File: src/rtl/cmd_hs_pkg.sv
package cmd_hs_pkg;

  typedef enum logic [1:0] {
    SQ_IDLE = 2'd0,
    SQ_RUN  = 2'd1,
    SQ_FIN  = 2'd2,
    SQ_CLR  = 2'd3
  } seq_state_e;

  // Map a priority rank to a request slot. Rank 0 is the interrupt clear
  // (slot n_ext). The remaining ranks follow ascending slot order, with the
  // two highest external slots swapped.
  function automatic int unsigned prio_slot(input int unsigned rank,
                                            input int unsigned n_ext);
    int unsigned r;
    if (rank == 0) return n_ext;
    r = rank - 1;
    if (n_ext >= 2 && r == n_ext - 2) return n_ext - 1;
    if (n_ext >= 2 && r == n_ext - 1) return n_ext - 2;
    return r;
  endfunction

endpackage

File: src/rtl/cmd_hs_reqreg.sv
module cmd_hs_reqreg #(
  parameter int unsigned N_REQ = 5
) (
  input  logic             clk,
  input  logic             rst,
  input  logic             wr_req,
  input  logic [N_REQ-1:0] wdata,
  input  logic [N_REQ-1:0] take_oh,
  output logic [N_REQ-1:0] req_q,
  output logic [N_REQ-1:0] pend_q
);

  logic [N_REQ-1:0] kept;

  // accepted slots leave the pending set
  assign kept = pend_q & ~take_oh;

  always_ff @(posedge clk) begin
    if (rst) begin
      req_q  <= '0;
      pend_q <= '0;
    end else if (wr_req) begin
      req_q  <= wdata;
      // rising bits become pending; bits written low are withdrawn
      pend_q <= (kept & wdata) | (wdata & ~req_q);
    end else begin
      pend_q <= kept;
    end
  end

endmodule

File: src/rtl/cmd_hs_arb.sv
module cmd_hs_arb
  import cmd_hs_pkg::*;
#(
  parameter int unsigned N_EXT = 4
) (
  input  logic [N_EXT:0] pend,
  input  logic           irq_active,
  output logic           gnt_vld,
  output logic [N_EXT:0] gnt_oh
);

  localparam int unsigned N_SLOT = N_EXT + 1;

  logic [N_SLOT-1:0] elig;
  logic [N_SLOT-1:0] ranked;
  logic [N_SLOT-1:0] first;
  logic [N_SLOT-1:0] clr_mask;

  assign clr_mask = {1'b1, {N_EXT{1'b0}}};
  // under an active interrupt only the clear slot may compete
  assign elig     = irq_active ? (pend & clr_mask) : pend;

  for (genvar r = 0; r < N_SLOT; r++) begin : g_rank
    localparam int unsigned SLOT = prio_slot(r, N_EXT);
    assign ranked[r] = elig[SLOT];
  end

  // isolate the lowest set rank
  assign first = ranked & ~(ranked - {{N_EXT{1'b0}}, 1'b1});

  for (genvar r = 0; r < N_SLOT; r++) begin : g_unrank
    localparam int unsigned SLOT = prio_slot(r, N_EXT);
    assign gnt_oh[SLOT] = first[r];
  end

  assign gnt_vld = |elig;

endmodule

File: src/rtl/cmd_hs_seq.sv
module cmd_hs_seq
  import cmd_hs_pkg::*;
#(
  parameter int unsigned N_EXT = 4
) (
  input  logic             clk,
  input  logic             rst,
  input  logic             gnt_vld,
  input  logic [N_EXT:0]   gnt_oh,
  input  logic             cmd_done,
  input  logic [N_EXT-1:0] req_lvl,
  output logic [N_EXT:0]   take_oh,
  output logic [N_EXT-1:0] cmd_start,
  output logic [N_EXT-1:0] done_q,
  output logic             active,
  output logic             clr_fire
);

  seq_state_e       state;
  logic [N_EXT-1:0] cur_oh;
  logic [N_EXT-1:0] set_v;
  logic             idle;

  assign idle     = (state == SQ_IDLE);
  assign take_oh  = (idle && gnt_vld) ? gnt_oh : '0;
  assign set_v    = (state == SQ_FIN) ? cur_oh : '0;
  assign clr_fire = (state == SQ_CLR);
  assign active   = !idle;

  always_ff @(posedge clk) begin
    if (rst) begin
      state     <= SQ_IDLE;
      cur_oh    <= '0;
      cmd_start <= '0;
      done_q    <= '0;
    end else begin
      cmd_start <= '0;
      // sticky completion bits fall only once the request level is low
      done_q    <= (done_q & req_lvl) | set_v;
      unique case (state)
        SQ_IDLE: begin
          if (gnt_vld) begin
            if (gnt_oh[N_EXT]) begin
              state <= SQ_CLR;
            end else begin
              state     <= SQ_RUN;
              cur_oh    <= gnt_oh[N_EXT-1:0];
              cmd_start <= gnt_oh[N_EXT-1:0];
            end
          end
        end
        SQ_RUN:  if (cmd_done) state <= SQ_FIN;
        SQ_FIN:  state <= SQ_IDLE;
        SQ_CLR:  state <= SQ_IDLE;
        default: state <= SQ_IDLE;
      endcase
    end
  end

endmodule

File: src/rtl/cmd_hs_status.sv
module cmd_hs_status (
  input  logic clk,
  input  logic rst,
  input  logic irq_event,
  input  logic clr_fire,
  input  logic clr_req_lvl,
  input  logic busy_in,
  input  logic hold_en,
  input  logic hold_state,
  output logic irq_q,
  output logic busy_q,
  output logic hold_q
);

  logic irq_n;

  always_comb begin
    irq_n = irq_q;
    if (clr_fire) irq_n = 1'b0;
    // an event meeting a still-raised clear request is absorbed
    if (irq_event && !clr_req_lvl) irq_n = 1'b1;
  end

  always_ff @(posedge clk) begin
    if (rst) begin
      irq_q  <= 1'b0;
      busy_q <= 1'b0;
      hold_q <= 1'b0;
    end else begin
      irq_q  <= irq_n;
      busy_q <= busy_in;
      hold_q <= hold_en & hold_state;
    end
  end

endmodule

File: src/rtl/cmd_handshake.sv
module cmd_handshake
  import cmd_hs_pkg::*;
#(
  parameter int unsigned      N_EXT     = 4,
  parameter int unsigned      ADDR_W    = 8,
  parameter logic [ADDR_W-1:0] REQ_ADDR  = 8'h49,
  parameter logic [ADDR_W-1:0] RESP_ADDR = 8'h4A,
  localparam int unsigned     REG_W     = N_EXT + 4
) (
  input  logic              clk,
  input  logic              rst,
  input  logic              wr_en,
  input  logic [ADDR_W-1:0] wr_addr,
  input  logic [REG_W-1:0]  wr_data,
  input  logic              rd_en,
  input  logic [ADDR_W-1:0] rd_addr,
  output logic [REG_W-1:0]  rd_data,
  output logic [N_EXT-1:0]  cmd_start,
  input  logic              cmd_done,
  input  logic              irq_event,
  input  logic              busy_in,
  input  logic              hold_en,
  input  logic              hold_state
);

  localparam int unsigned N_REQ = N_EXT + 1;

  logic             wr_req;
  logic [N_REQ-1:0] req_q;
  logic [N_REQ-1:0] pend_q;
  logic [N_REQ-1:0] take_oh;
  logic [N_REQ-1:0] gnt_oh;
  logic             gnt_vld;
  logic [N_EXT-1:0] done_q;
  logic             active;
  logic             clr_fire;
  logic             irq_q;
  logic             busy_q;
  logic             hold_q;
  logic [REG_W-1:0] resp_w;
  logic [REG_W-1:0] req_rd;
  logic             unused_wr_hi;

  assign wr_req       = wr_en && (wr_addr == REQ_ADDR);
  assign unused_wr_hi = ^wr_data[REG_W-1:N_REQ];

  cmd_hs_reqreg #(.N_REQ(N_REQ)) u_reqreg (
    .clk    (clk),
    .rst    (rst),
    .wr_req (wr_req),
    .wdata  (wr_data[N_REQ-1:0]),
    .take_oh(take_oh),
    .req_q  (req_q),
    .pend_q (pend_q)
  );

  cmd_hs_arb #(.N_EXT(N_EXT)) u_arb (
    .pend      (pend_q),
    .irq_active(irq_q),
    .gnt_vld   (gnt_vld),
    .gnt_oh    (gnt_oh)
  );

  cmd_hs_seq #(.N_EXT(N_EXT)) u_seq (
    .clk      (clk),
    .rst      (rst),
    .gnt_vld  (gnt_vld),
    .gnt_oh   (gnt_oh),
    .cmd_done (cmd_done),
    .req_lvl  (req_q[N_EXT-1:0]),
    .take_oh  (take_oh),
    .cmd_start(cmd_start),
    .done_q   (done_q),
    .active   (active),
    .clr_fire (clr_fire)
  );

  cmd_hs_status u_status (
    .clk        (clk),
    .rst        (rst),
    .irq_event  (irq_event),
    .clr_fire   (clr_fire),
    .clr_req_lvl(req_q[N_EXT]),
    .busy_in    (busy_in),
    .hold_en    (hold_en),
    .hold_state (hold_state),
    .irq_q      (irq_q),
    .busy_q     (busy_q),
    .hold_q     (hold_q)
  );

  assign resp_w = {active, hold_q, busy_q, irq_q, done_q};
  assign req_rd = {{(REG_W-N_REQ){1'b0}}, req_q};

  always_ff @(posedge clk) begin
    if (rst) begin
      rd_data <= '0;
    end else if (rd_en) begin
      if (rd_addr == REQ_ADDR)       rd_data <= req_rd;
      else if (rd_addr == RESP_ADDR) rd_data <= resp_w;
      else                           rd_data <= '0;
    end
  end

endmodule

File: config.mk
export PLATFORM = sky130hd
export DESIGN_NAME = cmd_handshake
export DESIGN_NICKNAME = d
export VERILOG_FILES = /design/src/rtl/cmd_hs_pkg.sv /design/src/rtl/cmd_hs_reqreg.sv /design/src/rtl/cmd_hs_arb.sv /design/src/rtl/cmd_hs_seq.sv /design/src/rtl/cmd_hs_status.sv /design/src/rtl/cmd_handshake.sv
export SDC_FILE = /design/constraint.sdc
export NUM_CORES = 1
export LEC_CHECK = 0
export ABC_CLOCK_PERIOD_IN_PS = 1800
export BUFFER_PORTS_ARGS = -buffer_cell sky130_fd_sc_hd__buf_2
export CAP_MARGIN = 20
export CORE_MARGIN = 2
export CORE_UTILIZATION = 50
export DETAILED_ROUTE_END_ITERATION = 7
export PLACE_DENSITY = 0.84
export SETUP_SLACK_MARGIN = 0.15
export SLEW_MARGIN = 30
export SYNTH_ARGS = -nofsm -noshare
export SYNTH_HDL_FRONTEND = slang
export SYNTH_SLANG_ARGS = --single-unit
File: constraint.sdc
create_clock -name clk -period 1.8 [get_ports clk]
set_clock_uncertainty 0.05 [all_clocks]
set_input_delay 0.36 -clock clk [delete_from_list [all_inputs] [get_ports clk]]
set_output_delay 0.36 -clock clk [all_outputs]
set_load 0.02 [all_outputs]
# After elaboration in Yosys (flattened, before gate mapping)
# Cells that the tools add are included.
[totals] register_bits=35 inputBits=33 output_inout_bits=12 wordCells=57
[op_classes] add_sub_neg=1 eq_ne=8 muxes=12 bitwise_logic=14 reduce_logical=12
[ops] operator="== test 8 x 7 -> 1 bit, second input constant" count=3
[ops] operator="bitwise AND 5 bit" count=4
[ops] operator="2-to-1 mux 8 bit" count=2
[ops] operator="NOT 5 bit" count=3
[ops] operator="2-to-1 mux 5 bit" count=2
[ops] operator="2-to-1 mux 4 bit" count=2
[ops] operator="2-to-1 mux 2 bit" count=3
[ops] operator="case mux 2 bit (3 select lines)" count=1
[ops] operator="bitwise OR 5 bit" count=1
[ops] operator="OR reduction 5 bit" count=1
[ops] operator="subtractor 5 x 1 -> 5 bit, second input constant" count=1
[ops] operator="bitwise AND 4 bit" count=1
[ops] operator="== test 2 bit, second input constant" count=2
[ops] operator="bitwise OR 4 bit" count=1
[ops] operator="OR reduction 4 bit" count=1
[ops] operator="logical AND 1 bit" count=3
[ops] operator="NOT 1 bit" count=3
[ops] operator="AND reduction 3 bit" count=1
[ops] operator="== test 2 x 1 -> 1 bit, second input constant" count=1
[ops] operator="zero test 1 bit" count=2
[ops] operator="zero test 2 bit" count=1
[ops] operator="2-to-1 mux 1 bit" count=2
[ops] operator="!= test 2 x 1 -> 1 bit, second input constant" count=1
[ops] operator="!= test 2 bit, second input constant" count=1
[ops] operator="other kinds (4)" count=4

# Logic depth before layout (Yosys ltp)
# Gate-level depths: netlist of run 1.
[depth] depth_word=10 ltp_mapped=5 mapped_depth_nobuf=3

# Cells and area by module
# A second synthesis of run 1 with hierarchy kept.
[unflattened] cells_unflattened=160 area_unflattened_um2=1559.0
[by_module_without_submodules] module="cmd_hs_seq" n_inst=1 cells_each=57 area_each_um2=563.0 seq_area_each_um2=280.3
[by_module_without_submodules] module="cmd_handshake" n_inst=1 cells_each=43 area_each_um2=416.6 seq_area_each_um2=160.2
[by_module_without_submodules] module="cmd_hs_reqreg" n_inst=1 cells_each=42 area_each_um2=415.4 seq_area_each_um2=200.2
[by_module_without_submodules] module="cmd_hs_status" n_inst=1 cells_each=9 area_each_um2=95.1 seq_area_each_um2=60.1
[by_module_without_submodules] module="cmd_hs_arb" n_inst=1 cells_each=9 area_each_um2=68.8 seq_area_each_um2=0.0

# Worst setup path after synthesis of run 1
# No wires, ideal clock.
[synth_path] path_kind="input to register" startpoint="input port wr_addr[6]" endpoint="register u_reqreg.req_q[0]" t_arrival_ps=1549 slack_ps=129 stages=4 n_path_buf=1 path_cell_list="nor4bb_1 -> and3_1 -> buf_4 -> mux2i_1"
[synth_via] elab_chain_cells=2
[synth_lines] element="from (decl)" line_no="cmd_handshake.sv:13" rtl="input logic [ADDR_W-1:0] wr_addr,"
[synth_lines] element="== test 8 x 7 -> 1 bit" line_no="cmd_handshake.sv:44" rtl="assign wr_req = wr_en && (wr_addr == REQ_ADDR);"
[synth_lines] element="logical AND 1 bit" line_no="cmd_handshake.sv:44"
[synth_lines] element="to (signal assigned)" line_no="cmd_hs_reqreg.sv:23" rtl="req_q <= wdata;"
[synth_lines] element="to (decl)" line_no="cmd_hs_reqreg.sv:9" rtl="output logic [N_REQ-1:0] req_q,"
# No other way between the ends.
# A chain may end at the register's enable or synchronous reset.

# Final worst setup path of run 1
[layout_path] startpoint="register u_status.irq_q" endpoint="register u_seq.cur_oh[0]"
[layout_via] elab_chain_cells=4
[layout_lines] element="from (decl)" line_no="cmd_hs_status.sv:10" rtl="output logic irq_q,"
[layout_lines] element="from (signal assigned)" line_no="cmd_hs_status.sv:30" rtl="irq_q <= irq_n;"
[layout_lines] element="2-to-1 mux 4 bit *" line_no="cmd_hs_arb.sv:21" rtl="assign elig = irq_active ? (pend & clr_mask) : pend;"
[layout_lines] element="subtractor 5 x 1 -> 5 bit" line_no="cmd_hs_arb.sv:29" rtl="assign first = ranked & ~(ranked - {{N_EXT{1'b0}}, 1'b1});"
[layout_lines] element="NOT 5 bit" line_no="cmd_hs_arb.sv:29"
[layout_lines] element="bitwise AND 5 bit" line_no="cmd_hs_arb.sv:29"
[layout_lines] element="to (signal assigned)" line_no="cmd_hs_seq.sv:47" rtl="cur_oh <= gnt_oh[N_EXT-1:0];"
[layout_lines] element="to (decl)" line_no="cmd_hs_seq.sv:20" rtl="logic [N_EXT-1:0] cur_oh;"
# Every way passes the cells marked *; elsewhere a longest branch is shown, timed or not.

==> results of run 1 <==
## registers in the layout (all words and copies together), names as in the netlist, 2 cells and up
signal / count
rd_data: 8
u_reqreg.pend_q: 5
u_reqreg.req_q: 5
u_seq.cmd_start: 4
u_seq.cur_oh: 4
u_seq.done_q: 4
u_seq.state: 2
## cell usage after synthesis (all sizes together)
master / n
a211oi: 2
a21oi: 7
a221oi: 5
a22oi: 5
a31oi: 5
and2b: 1
and3: 2
buf: 4
clkbuf: 8
dfxtp: 35
inv: 8
mux2i: 5
nand2: 4
nand2b: 11
nand3: 7
nand4: 9
nand4b: 4
nor2: 10
nor2b: 5
nor3: 3
nor3b: 2
nor4: 2
nor4b: 1
nor4bb: 2
o2111ai: 1
o21ai: 6
o21bai: 5
o31a: 1
o31ai: 2
or3: 2
or4: 1
## worst max-delay path by stage
stage / endpoint / slack [ns] / depth (start not counted)
finish: u_seq.cur_oh[0] / 0.27 / 3
global placement: u_reqreg.pend_q[4] / 0.22 / 4
CTS: u_seq.cur_oh[0] / 0.18 / 3
floorplan: u_seq.cur_oh[0] / 0.20 / 5
global route: u_seq.cur_oh[0] / 0.20 / 3
detailed placement: u_reqreg.req_q[3] / 0.16 / 4
## where the power goes
part	total, uW	switching (uW)	internal (uW)
registers	790	6.42	784
clock network	394	242	152
logic	125	66.7	58.5
total	1310	315	994
## stage by stage
| step | cell area [um2] | utilization, % | hold WS, ns | power (uW) |
|---|---|---|---|---|
| after floorplan | 1500 | - | 0.389 | 870 |
| after global placement | 1760 | 62.7 | 0.401 | 924 |
| after detailed placement | 1760 | 62.7 | 0.415 | 931 |
| after CTS | 1810 | 64.5 | 0.180 | 1310 |
| after global routing | 1810 | 64.6 | 0.168 | 1370 |
| final | 1810 | 64.6 | 0.180 | 1310 |
## per-layer routing
metal	routed length, um	global-route usage [%]
met1	1480	27.4
met2	1800	40.9
met3	188	6.15
met4	133	11.7
met5	0	0
## worst max-delay path: cells and delay by family, from the launching register on
family          cells  cell delay (ns)
compound gates      1             0.14
flops               1             0.38
simple gates        2             0.89
## cell type report
cell class	instances	area (um2)	area share [%]
sequential	35	701	38.7
clock inverter	1	5.00	0.276
clock buffer	7	45.0	2.49
multi-input combinational	110	719	39.7
timing repair buffer	50	273	15.1
inverter	8	30.0	1.66
tap	31	38.8	2.14
## repair_timing
| item | CTS | global route |
|---|---|---|
| setup endpoints to repair | 0 | 1 |
| setup buffers | 0 | 0 |
| resized for setup | 0 | 1 |
## kinds of logic after synthesis
logic type	after synthesis	synth area share [%]
compound gates	39	17.6
flops	35	46.9
simple gates	66	26.1
buf+inv	20	6.03
mux	5	3.35
==> results.md, run 1 <==
- Status: complete, but fails checks
- Violated checks: design-rule violations
- Fmax: 653 MHz
- P_leak: 0.000737 uW
- Total wire length: 3.60 mm
- Synth area leader: dfxtp_1
- Worst path slowest cell: or4_4
- Later-pin clock latency in the skew report: 0.34 ns
- I/O pin cnt: 45
- CP Launch Type: flop
- WL per Instance: 14.9 um
- Most frequent cells in the layout: buf_2, dfxtp_1, nand2b_1
- Crit. End Element: flop
- Min-Delay Startpoint: hold_state
- CP arrival: 1.75 ns
- Final Slew Violations: 0
- Fin crit share: 85.0%
- DRC Markers: 3
- Syn nets: 198
- Antenna Nets Post-Route: 0
- GRT Total Usage: 23.8%
- Mapped Area: 1490 um2
- Seq/Total Area, Yosys: 46.9%
- Register bit total from synthesis: 35
- Die Ht: 58.7 um
- Yosys warns: 0
- Worst r2r dst: u_seq.cur_oh[0]
- FP Rows: 19
- CTS buffer count: 5
- Crit Path Class: flop to flop
- First-pass GRT wire length: 6.03 mm
- Worst setup margin: 0.270 ns
- WP data required: 2.02 ns
- Layout cells sized above 1: 28.0%
- Starting Density: 53.3%
- Die width: 58.7 um
- Core area: 2810 um2
- Post-placement setup slack: 0.156 ns
- GR Overflow Total: 0
- Worst Hold End: u_status.hold_q
- Register-to-register setup slack: 0.27 ns
- Initial antenna violation count: 0
- Number of iterations in the first detailed-routing pass: 6
- CTS root buffer: clkbuf_4
- Yosys top cell area share: 46.9%
- Synth Instances: 165
- Setup_tns: 0 ns
- Number of cells on the worst hold path: 3
- RSZ-0062 raised after global routing: no
- Post-DP HPWL: 2.68 mm
- P&R area growth vs syn: 21.3%
- Slew @ Worst Pin: 0.561 ns
- Relative slew slack: 62.3%
- Inserted Diodes: 0
- H-tree depth: 2
- Number of distinct library cells after synthesis: 34
- Initial drt markers: 73
- Top cells by area, synth: dfxtp_1, nand2b_1, nand4_1, mux2i_1, a221oi_1
- Vias: 1435
- HP Class: primary input to flop
- Finished Layout Cells: 242
- PwrDens: 723 nW/um2
- Crit path largest cell delay: 0.55 ns
- Vias per cell: 5.93
- CP cell instances: or4_4, or3_1, a21oi_1
- TritonCTS clock tree: done
- Largest net degree at the start of global routing: 36
- Clock transition at the registers of the reported paths: 0.10 ns
- Fill count: 256
- DIE AREA: 3440 um2
- Dpl cells: 234
- Critical Path Source: u_status.irq_q
- Worst r2r src: u_status.irq_q
- VDD IR max: 488 uV
- Min Tclk post-route: 1.53 ns
- GPL Wtd Cong: 0.841
- R2R depth: 3
- Hold Buf Count CTS: 0
- Final setup vio count: 0
- Max Cap Viol: 0
- Final hold vios: 0
- Port Buf Inserts: 41
- CTS Sinks: 35
- Number of global-route vias before repair: 1374
- Final #Nets: 243
- Max Root-Sink Buffers: 2
- Crit path max fanout: 8
- Syn avg cell area: 9.05 um2
- Most common cell after layout, fill and taps aside: buf_2
(Power assumes the default switching activity.)
==> run 2: changes to the inputs <==
--- a/config.mk
+++ b/config.mk
@@ -11,9 +11,10 @@
 export CORE_MARGIN = 2
 export CORE_UTILIZATION = 50
 export DETAILED_ROUTE_END_ITERATION = 7
-export PLACE_DENSITY = 0.84
+export PLACE_DENSITY = 0.83
 export SETUP_SLACK_MARGIN = 0.15
 export SLEW_MARGIN = 30
 export SYNTH_ARGS = -nofsm -noshare
 export SYNTH_HDL_FRONTEND = slang
+export SYNTH_HIERARCHICAL = 1
 export SYNTH_SLANG_ARGS = --single-unit
==> constraint.sdc (replaced) <==
create_clock -name clk -period 1.8 [get_ports clk]
set_clock_uncertainty 0.05 [all_clocks]
set_input_delay 0.09 -clock clk [delete_from_list [all_inputs] [get_ports clk]]
set_output_delay 0.09 -clock clk [all_outputs]
set_load 0.02 [all_outputs]
==> run 2 against run 1 <==
Via count up 0.49%. Die area up 4.1%. Sequential cell count unchanged. Highest routed layer unchanged. Register-to-register slack worse by 0.13 ns. Count of clock-buffer cells in the layout down 1. Critical endpoint is now u_seq/cur_oh[3]. Sequential share of layout area down 4.8 points. Global-route usage down 1.8 points. First-iteration DRC count down 16%. Non-clock buffer count up 10. The run now ends clean.
==> results.md, run 2 <==
- Status: completed (was complete, but fails checks)
- Initial drt markers: 61 (was 73)
- Mapped Area: 1560 um2 (was 1490 um2)
- Final #Nets: 251 (was 243)
- Later-pin clock latency in the skew report: 0.35 ns (was 0.34 ns)
- Worst setup margin: 0.135 ns (was 0.270 ns)
- P&R area growth vs syn: 34.9% (was 21.3%)
- HP Class: primary input to flop (unchanged)
- WL per Instance: 15.0 um (was 14.9 um)
- PwrDens: 700 nW/um2 (was 723 nW/um2)
- CP arrival: 1.85 ns (was 1.75 ns)
- Synth area leader: dfxtp_1 (unchanged)
- CP cell instances: nor4_4, o21bai_1, buf_4, or4b_4, a32o_1 (was or4_4, or3_1, a21oi_1)
- DRC Markers: 0 (was 3)
- Post-placement setup slack: 0.0735 ns (was 0.156 ns)
- WP data required: 1.99 ns (was 2.02 ns)
- Fin crit share: 92.5% (was 85.0%)
- CTS root buffer: clkbuf_4 (unchanged)
- Syn avg cell area: 9.74 um2 (was 9.05 um2)
- Post-DP HPWL: 2.63 mm (was 2.68 mm)
- CTS Sinks: 35 (unchanged)
- Slew @ Worst Pin: 0.663 ns (was 0.561 ns)
- Final Slew Violations: 0 (unchanged)
- Antenna Nets Post-Route: 0 (unchanged)
- Async SR Flop Fraction: 0% (unchanged)
- Max Cap Viol: 0 (unchanged)
- Final hold vios: 0 (unchanged)
- Layout cells sized above 1: 38.4% (was 28.0%)
- Most flops, register: rd_data (unchanged)
- Die Ht: 59.8 um (was 58.7 um)
- Die width: 59.8 um (was 58.7 um)
- Vias per cell: 5.72 (was 5.93)
- VDD IR max: 455 uV (was 488 uV)
- Total wire length: 3.79 mm (was 3.60 mm)
- Number of distinct library cells after synthesis: 41 (was 34)
- Starting Density: 51.9% (was 53.3%)
- CTS buffer count: 5 (unchanged)
- Footprint of the multi-input gates: 848 um2 (was 719 um2)
- Synth Instances: 160 (was 165)
- Final Util: 70.0% (was 64.6%)
- GPL Wtd Cong: 0.765 (was 0.841)
- Min Tclk post-route: 1.66 ns (was 1.53 ns)
- Seq/Total Area, Yosys: 44.9% (was 46.9%)
- Crit Path Class: flop to flop (unchanged)
- Fill count: 225 (was 256)
- Ys flop type: dfxtp_1 (unchanged)
- Largest net degree at the start of global routing: 37 (was 36)
- Yosys warns: 6 (was 0)
- Top delay family on crit path: simple AND/OR/NAND/NOR gates (unchanged)
- CP Launch Type: flop (unchanged)
- Number of global-route vias before repair: 1411 (was 1374)
- Largest registers: rd_data: 8 flops, u_reqreg/pend_q: 5 flops, u_reqreg/req_q: 5 flops (was rd_data: 8 flops, u_reqreg.pend_q: 5 flops, u_reqreg.req_q: 5 flops)
- Max reg flops: 8 (unchanged)
- Reg area: 713 um2 (was 701 um2)
- Port Buf Inserts: 41 (unchanged)
- FP Rows: 20 (was 19)
- First-pass GRT wire length: 5.82 mm (was 6.03 mm)
- Initial antenna violation count: 0 (unchanged)
- Vias: 1442 (was 1435)
- Cell with the most instances after synthesis: dfxtp_1 (unchanged)
- Top cells by area, synth: dfxtp_1, nand2b_1, mux2i_1, o32ai_1, a32o_1 (was dfxtp_1, nand2b_1, nand4_1, mux2i_1, a221oi_1)
- Max Root-Sink Buffers: 2 (unchanged)
- Worst path slowest cell: or4b_4 (was or4_4)
- H-tree depth: 2 (unchanged)
- Setup_tns: 0 ns (unchanged)
- Most frequent cells in the layout: buf_2, dfxtp_1 (was buf_2, dfxtp_1, nand2b_1)
- Combined buffer and inverter count along the critical path: 1 (was 0)
- TritonCTS clock tree: done (unchanged)
- P_leak: 0.000852 uW (was 0.000737 uW)
- Crit path largest cell delay: 0.48 ns (was 0.55 ns)
- GRT Total Usage: 22.0% (was 23.8%)
- Crit. End Element: flop (unchanged)
- Final setup vio count: 0 (unchanged)
- DIE AREA: 3580 um2 (was 3440 um2)
- I/O pin cnt: 45 (unchanged)
- Fmax: 601 MHz (was 653 MHz)
- Inserted Diodes: 0 (unchanged)
- Syn nets: 193 (was 198)
- Clock transition at the registers of the reported paths: 0.10 ns (about the same)
- Register bit total from synthesis: 35 (unchanged)
- Yosys top cell area share: 44.9% (was 46.9%)
- Number of flops mapped to enable cells by yosys: 0 (unchanged)
- Relative slew slack: 55.8% (was 62.3%)
- GR Overflow Total: 0 (unchanged)
- Most common cell after layout, fill and taps aside: buf_2 (unchanged)
- Commonest cells in the netlist: dfxtp_1, nand2b_1, inv_1, nand2_1, nor2_1 (was dfxtp_1, nand2b_1, nor2_1)
- Crit path max fanout: 4 (was 8)
- Core area: 3000 um2 (was 2810 um2)
- RSZ-0062 raised after global routing: yes (was no)
- Number of iterations in the first detailed-routing pass: 4 (was 6)
==> run 2: logic make-up (layout without fill, tap and decap cells) <==
kind of cell	Yosys count	count (layout)	synth area share [%]
and+or+nand+nor	71	71	30.3
DFF	35	35	44.9
AOI/OAI and AO/OA	30	30	15.8
buffers and inverters	19	78	5.78
muxes	5	5	3.21
==> run 2: through the flow <==
| stage | std cells | hold WS (ns) | cell area [um2] | power [uW] |
|---|---|---|---|---|
| after floorplan | 160 | 0.102 | 1570 | 834 |
| after global placement | 229 | 0.248 | 1790 | 877 |
| after detailed placement | 229 | 0.261 | 1790 | 882 |
| after CTS | 250 | 0.0311 | 2040 | 1470 |
| after global routing | 252 | 0.0432 | 2100 | 1520 |
| final | 252 | 0.0305 | 2100 | 1470 |
==> run 2: path summary, 6_finish.rpt <==
kind,slack (ns),depth (start not counted),from,end
min,0.03,3,rd_addr[6],rd_data[6]
max,0.14,5,u_reqreg/pend_q[3],u_seq/cur_oh[3]
max reg2reg,0.14,5,u_reqreg/pend_q[3],u_seq/cur_oh[3]
min reg2reg,0.41,2,u_status/hold_q,rd_data[6]
==> run 2: cell type report <==
class	instances	share of cell area (%)
multi-input cells	106	40.3
flip-flops and latches	35	33.9
repair buffers	60	17.9
clock buffers	6	2.44
well taps	33	1.96
inverters	10	1.78
clock inverters	2	1.67
==> run 2: power by group <==
part | switching, uW | total (uW) | leakage (uW) | internal, uW
sequential | 2.66 | 777 | 0.000286 | 774
clock | 262 | 590 | 0.0000482 | 328
combinational | 52.7 | 106 | 0.000518 | 53.0
total | 317 | 1470 | 0.000852 | 1160
==> run 2: repair_timing <==
item | in CTS | in global routing
buffers inserted | 3 | 2
gates resized for setup | 11 | 9
gates cloned | 0 | 0
pin swaps | 5 | 11
hold buffers | 10 | 0
endpoints found under the setup margin | 9 | 9
endpoints found under the hold margin | 15 | 0
==> run 2: routing by layer <==
layer  global-route usage, %  wire length [um]  vias up  share of wire, %
li1                        -                 -      691                 -
met1                    23.7              1550      692                41
met2                    38.5              1970       48                52
met3                    6.06               179       11               4.7
met4                    12.1                91        0               2.4
met5                       0                 0        -                 0
==> run 2: tightest hold or removal path: stages <==
cell and delay (ns):
buf_2 0.11, nand4b_2 0.10, o31ai_1 0.08
==> run 3: changes to the inputs <==
--- a/config.mk
+++ b/config.mk
@@ -8,7 +8,6 @@
 export ABC_CLOCK_PERIOD_IN_PS = 1800
 export BUFFER_PORTS_ARGS = -buffer_cell sky130_fd_sc_hd__buf_2
 export CAP_MARGIN = 20
-export CORE_MARGIN = 2
 export CORE_UTILIZATION = 50
 export DETAILED_ROUTE_END_ITERATION = 7
 export PLACE_DENSITY = 0.83
==> constraint.sdc (replaced) <==
create_clock -name clk -period 1.8 [get_ports clk]
set_clock_uncertainty 0.05 [all_clocks]
set_input_delay 0.09 -clock clk [delete_from_list [all_inputs] [get_ports clk]]
set_output_delay 0.09 -clock clk [all_outputs]
set_load 0.1 [all_outputs]
==> run 3 against run 2 <==
The flow now finishes with violations (design-rule violations). Cell count is the same. Sequential cell count unchanged. Design area shrank 0.65%. Non-clock buffer count up 2. First-iteration DRC count is 8.2% higher. Sequential power up 0.9%. Core utilization is 3.2 points higher. Clock power rose by 0.8%. Total power increased by 0.60%. Register-to-register slack gained 0.05 ns. Combinational power fell by 4%. Highest routed layer unchanged.
==> results.md, run 3 (synthesized netlist as in run 2, its figures left out) <==
- Final setup vio count: 0 (unchanged)
- Sequential Power Share: 52.9% (was 52.8%)
- Port Buf Inserts: 41 (unchanged)
- Slew @ Worst Pin: 0.535 ns (was 0.663 ns)
- Clock transition at the registers of the reported paths: 0.11 ns (was 0.10 ns)
- Fill count: 206 (was 225)
- Footprint of the multi-input gates: 833 um2 (was 848 um2)
- First-pass GRT wire length: 5.71 mm (was 5.82 mm)
- RSZ-0062 raised after global routing: yes (unchanged)
- H-tree depth: 2 (unchanged)
- Initial drt markers: 66 (was 61)
- CP Launch Type: flop (unchanged)
- Placed cell areas: 1790 um2 (about the same)
- Final #Nets: 253 (was 251)
- Final Slew Violations: 0 (unchanged)
- Antenna Nets Post-Route: 0 (unchanged)
- Most flops, register: rd_data (unchanged)
- HP Class: primary input to flop (unchanged)
- Max reg flops: 8 (unchanged)
- Switching power: 321 uW (was 317 uW)
- Post-DP HPWL: 2.46 mm (was 2.63 mm)
- P_int: 1160 uW (about the same)
- DIE AREA: 3350 um2 (was 3580 um2)
- CTS root buffer: clkbuf_4 (unchanged)
- Vias: 1425 (was 1442)
- P&R area growth vs syn: 34.0% (was 34.9%)
- Initial antenna violation count: 0 (unchanged)
- Crit. End Element: flop (unchanged)
- Inserted Diodes: 0 (unchanged)
- Die width: 57.8 um (was 59.8 um)
- FP Rows: 19 (was 20)
- Status: complete, but fails checks (was completed)
- GRT Total Usage: 22.3% (was 22.0%)
- Core area: 2850 um2 (was 3000 um2)
- Min Tclk post-route: 1.61 ns (was 1.66 ns)
- CTS buffer count: 5 (unchanged)
- GPL Wtd Cong: 0.817 (was 0.765)
- Largest net degree at the start of global routing: 29 (was 37)
- Worst setup margin: 0.188 ns (was 0.135 ns)
- Max Root-Sink Buffers: 2 (unchanged)
- WL per Instance: 15.1 um (was 15.0 um)
- Fin area: 2090 um2 (was 2100 um2)
- Total wire length: 3.80 mm (was 3.79 mm)
- Fmax: 620 MHz (was 601 MHz)
- PwrDens: 709 nW/um2 (was 700 nW/um2)
- Final hold vios: 0 (unchanged)
- Max Cap Viol: 0 (unchanged)
- Starting Density: 54.6% (was 51.9%)
- Largest registers: rd_data: 8 flops, u_reqreg/pend_q: 5 flops, u_reqreg/req_q: 5 flops (unchanged)
- Later-pin clock latency in the skew report: 0.33 ns (was 0.35 ns)
- Vias per cell: 5.65 (was 5.72)
- Logic pwr share: 6.9% (was 7.2%)
- Design Power: 1480 uW (was 1470 uW)
- P_leak: 0.000864 uW (was 0.000852 uW)
- WP data required: 1.99 ns (about the same)
- Crit path largest cell delay: 0.35 ns (was 0.48 ns)
- Reg area: 706 um2 (was 713 um2)
- Worst path slowest cell: dfxtp_2 (was or4b_4)
- I/O pin cnt: 45 (unchanged)
- GR Overflow Total: 0 (unchanged)
- Crit path max fanout: 7 (was 4)
- CP arrival: 1.80 ns (was 1.85 ns)
- Layout cells sized above 1: 37.6% (was 38.4%)
- CTS Sinks: 35 (unchanged)
- Clk pwr share: 40.2% (was 40.1%)
- Fin crit share: 89.6% (was 92.5%)
- Most frequent cells in the layout: buf_2, dfxtp_1, buf_4 (was buf_2, dfxtp_1)
- Relative slew slack: 64.3% (was 55.8%)
- Die Ht: 57.8 um (was 59.8 um)
- Number of iterations in the first detailed-routing pass: 6 (was 4)
- Final Util: 73.2% (was 70.0%)
- VDD IR max: 611 uV (was 455 uV)
- Net switching share of the total power: 21.7% (was 21.5%)
- Post-placement setup slack: -0.00300 ns (was 0.0735 ns)
- Most common cell after layout, fill and taps aside: buf_2 (unchanged)
- Violated checks: design-rule violations
- DRC Markers: 4 (was 0)
- TritonCTS clock tree: done (unchanged)
- CP cell instances: nor4_4, o21bai_2, nor3b_4, and2_1, nand2b_1, a221oi_2 (was nor4_4, o21bai_1, buf_4, or4b_4, a32o_1)
- Crit Path Class: flop to flop (unchanged)
- Number of global-route vias before repair: 1327 (was 1411)
[run 3: layout make-up]
cell class                      count  share of cell area (%)
Multi-Input combinational cell    106                    39.9
Clock inverter                      2                    1.68
Sequential cell                    35                    33.8
Clock buffer                        6                    2.46
Inverter                           10                    1.80
Timing Repair Buffer               62                    18.6
Tap cell                           31                    1.86
[run 3: metal layers]
layer	GRT usage, %	vias to the layer above	wire length (um)
li1	-	693	-
met1	27.3	682	1540
met2	38.4	44	2010
met3	6.03	6	207
met4	6.12	0	40
met5	0	-	0
[run 3: path summary, 6_finish.rpt]
path	from	end	slack, ns	cells after the start
worst max register to register	u_reqreg/pend_q[3]	u_reqreg/pend_q[0]	0.19	6
worst max-delay path	u_reqreg/pend_q[3]	u_reqreg/pend_q[0]	0.19	6
worst min-delay path	rd_addr[6]	rd_data[7]	0.02	3
worst min register to register	u_status/hold_q	rd_data[6]	0.42	2
[run 3: metrics by stage]
stage	setup TNS, ns	hold slack [ns]	cells
6_report	0	0.0235	252
5_1_grt	0	0.0236	252
3_3_place_gp	0	0.254	227
3_5_place_dp	-0.00300	0.268	227
4_1_cts	0	0.0263	251
2_1_floorplan	0	0.102	160
[run 3: repair_timing]
item                                    CTS  global route
hold buffers                             10             0
gates resized for setup                   6             7
endpoints found under the setup margin    9             9
hold endpoints to repair                 15             0
buffers inserted                          6             1
pin swaps                                 1             6
[run 3: critical path: cells and delay by family, from the launching register on]
kind,cells,cell delay [ns]
simple gates,4,0.80
compound gates,2,0.31
flops,1,0.35
[run 3: power groups by stage]
stage          combinational (uW)  clock, uW  sequential [uW]
2_1_floorplan                35.3          0              799
3_3_place_gp                 75.9          0              800
3_5_place_dp                 80.4          0              801
4_1_cts                      98.8        597              783
5_1_grt                       111        626              785
6_report                      102        595              784
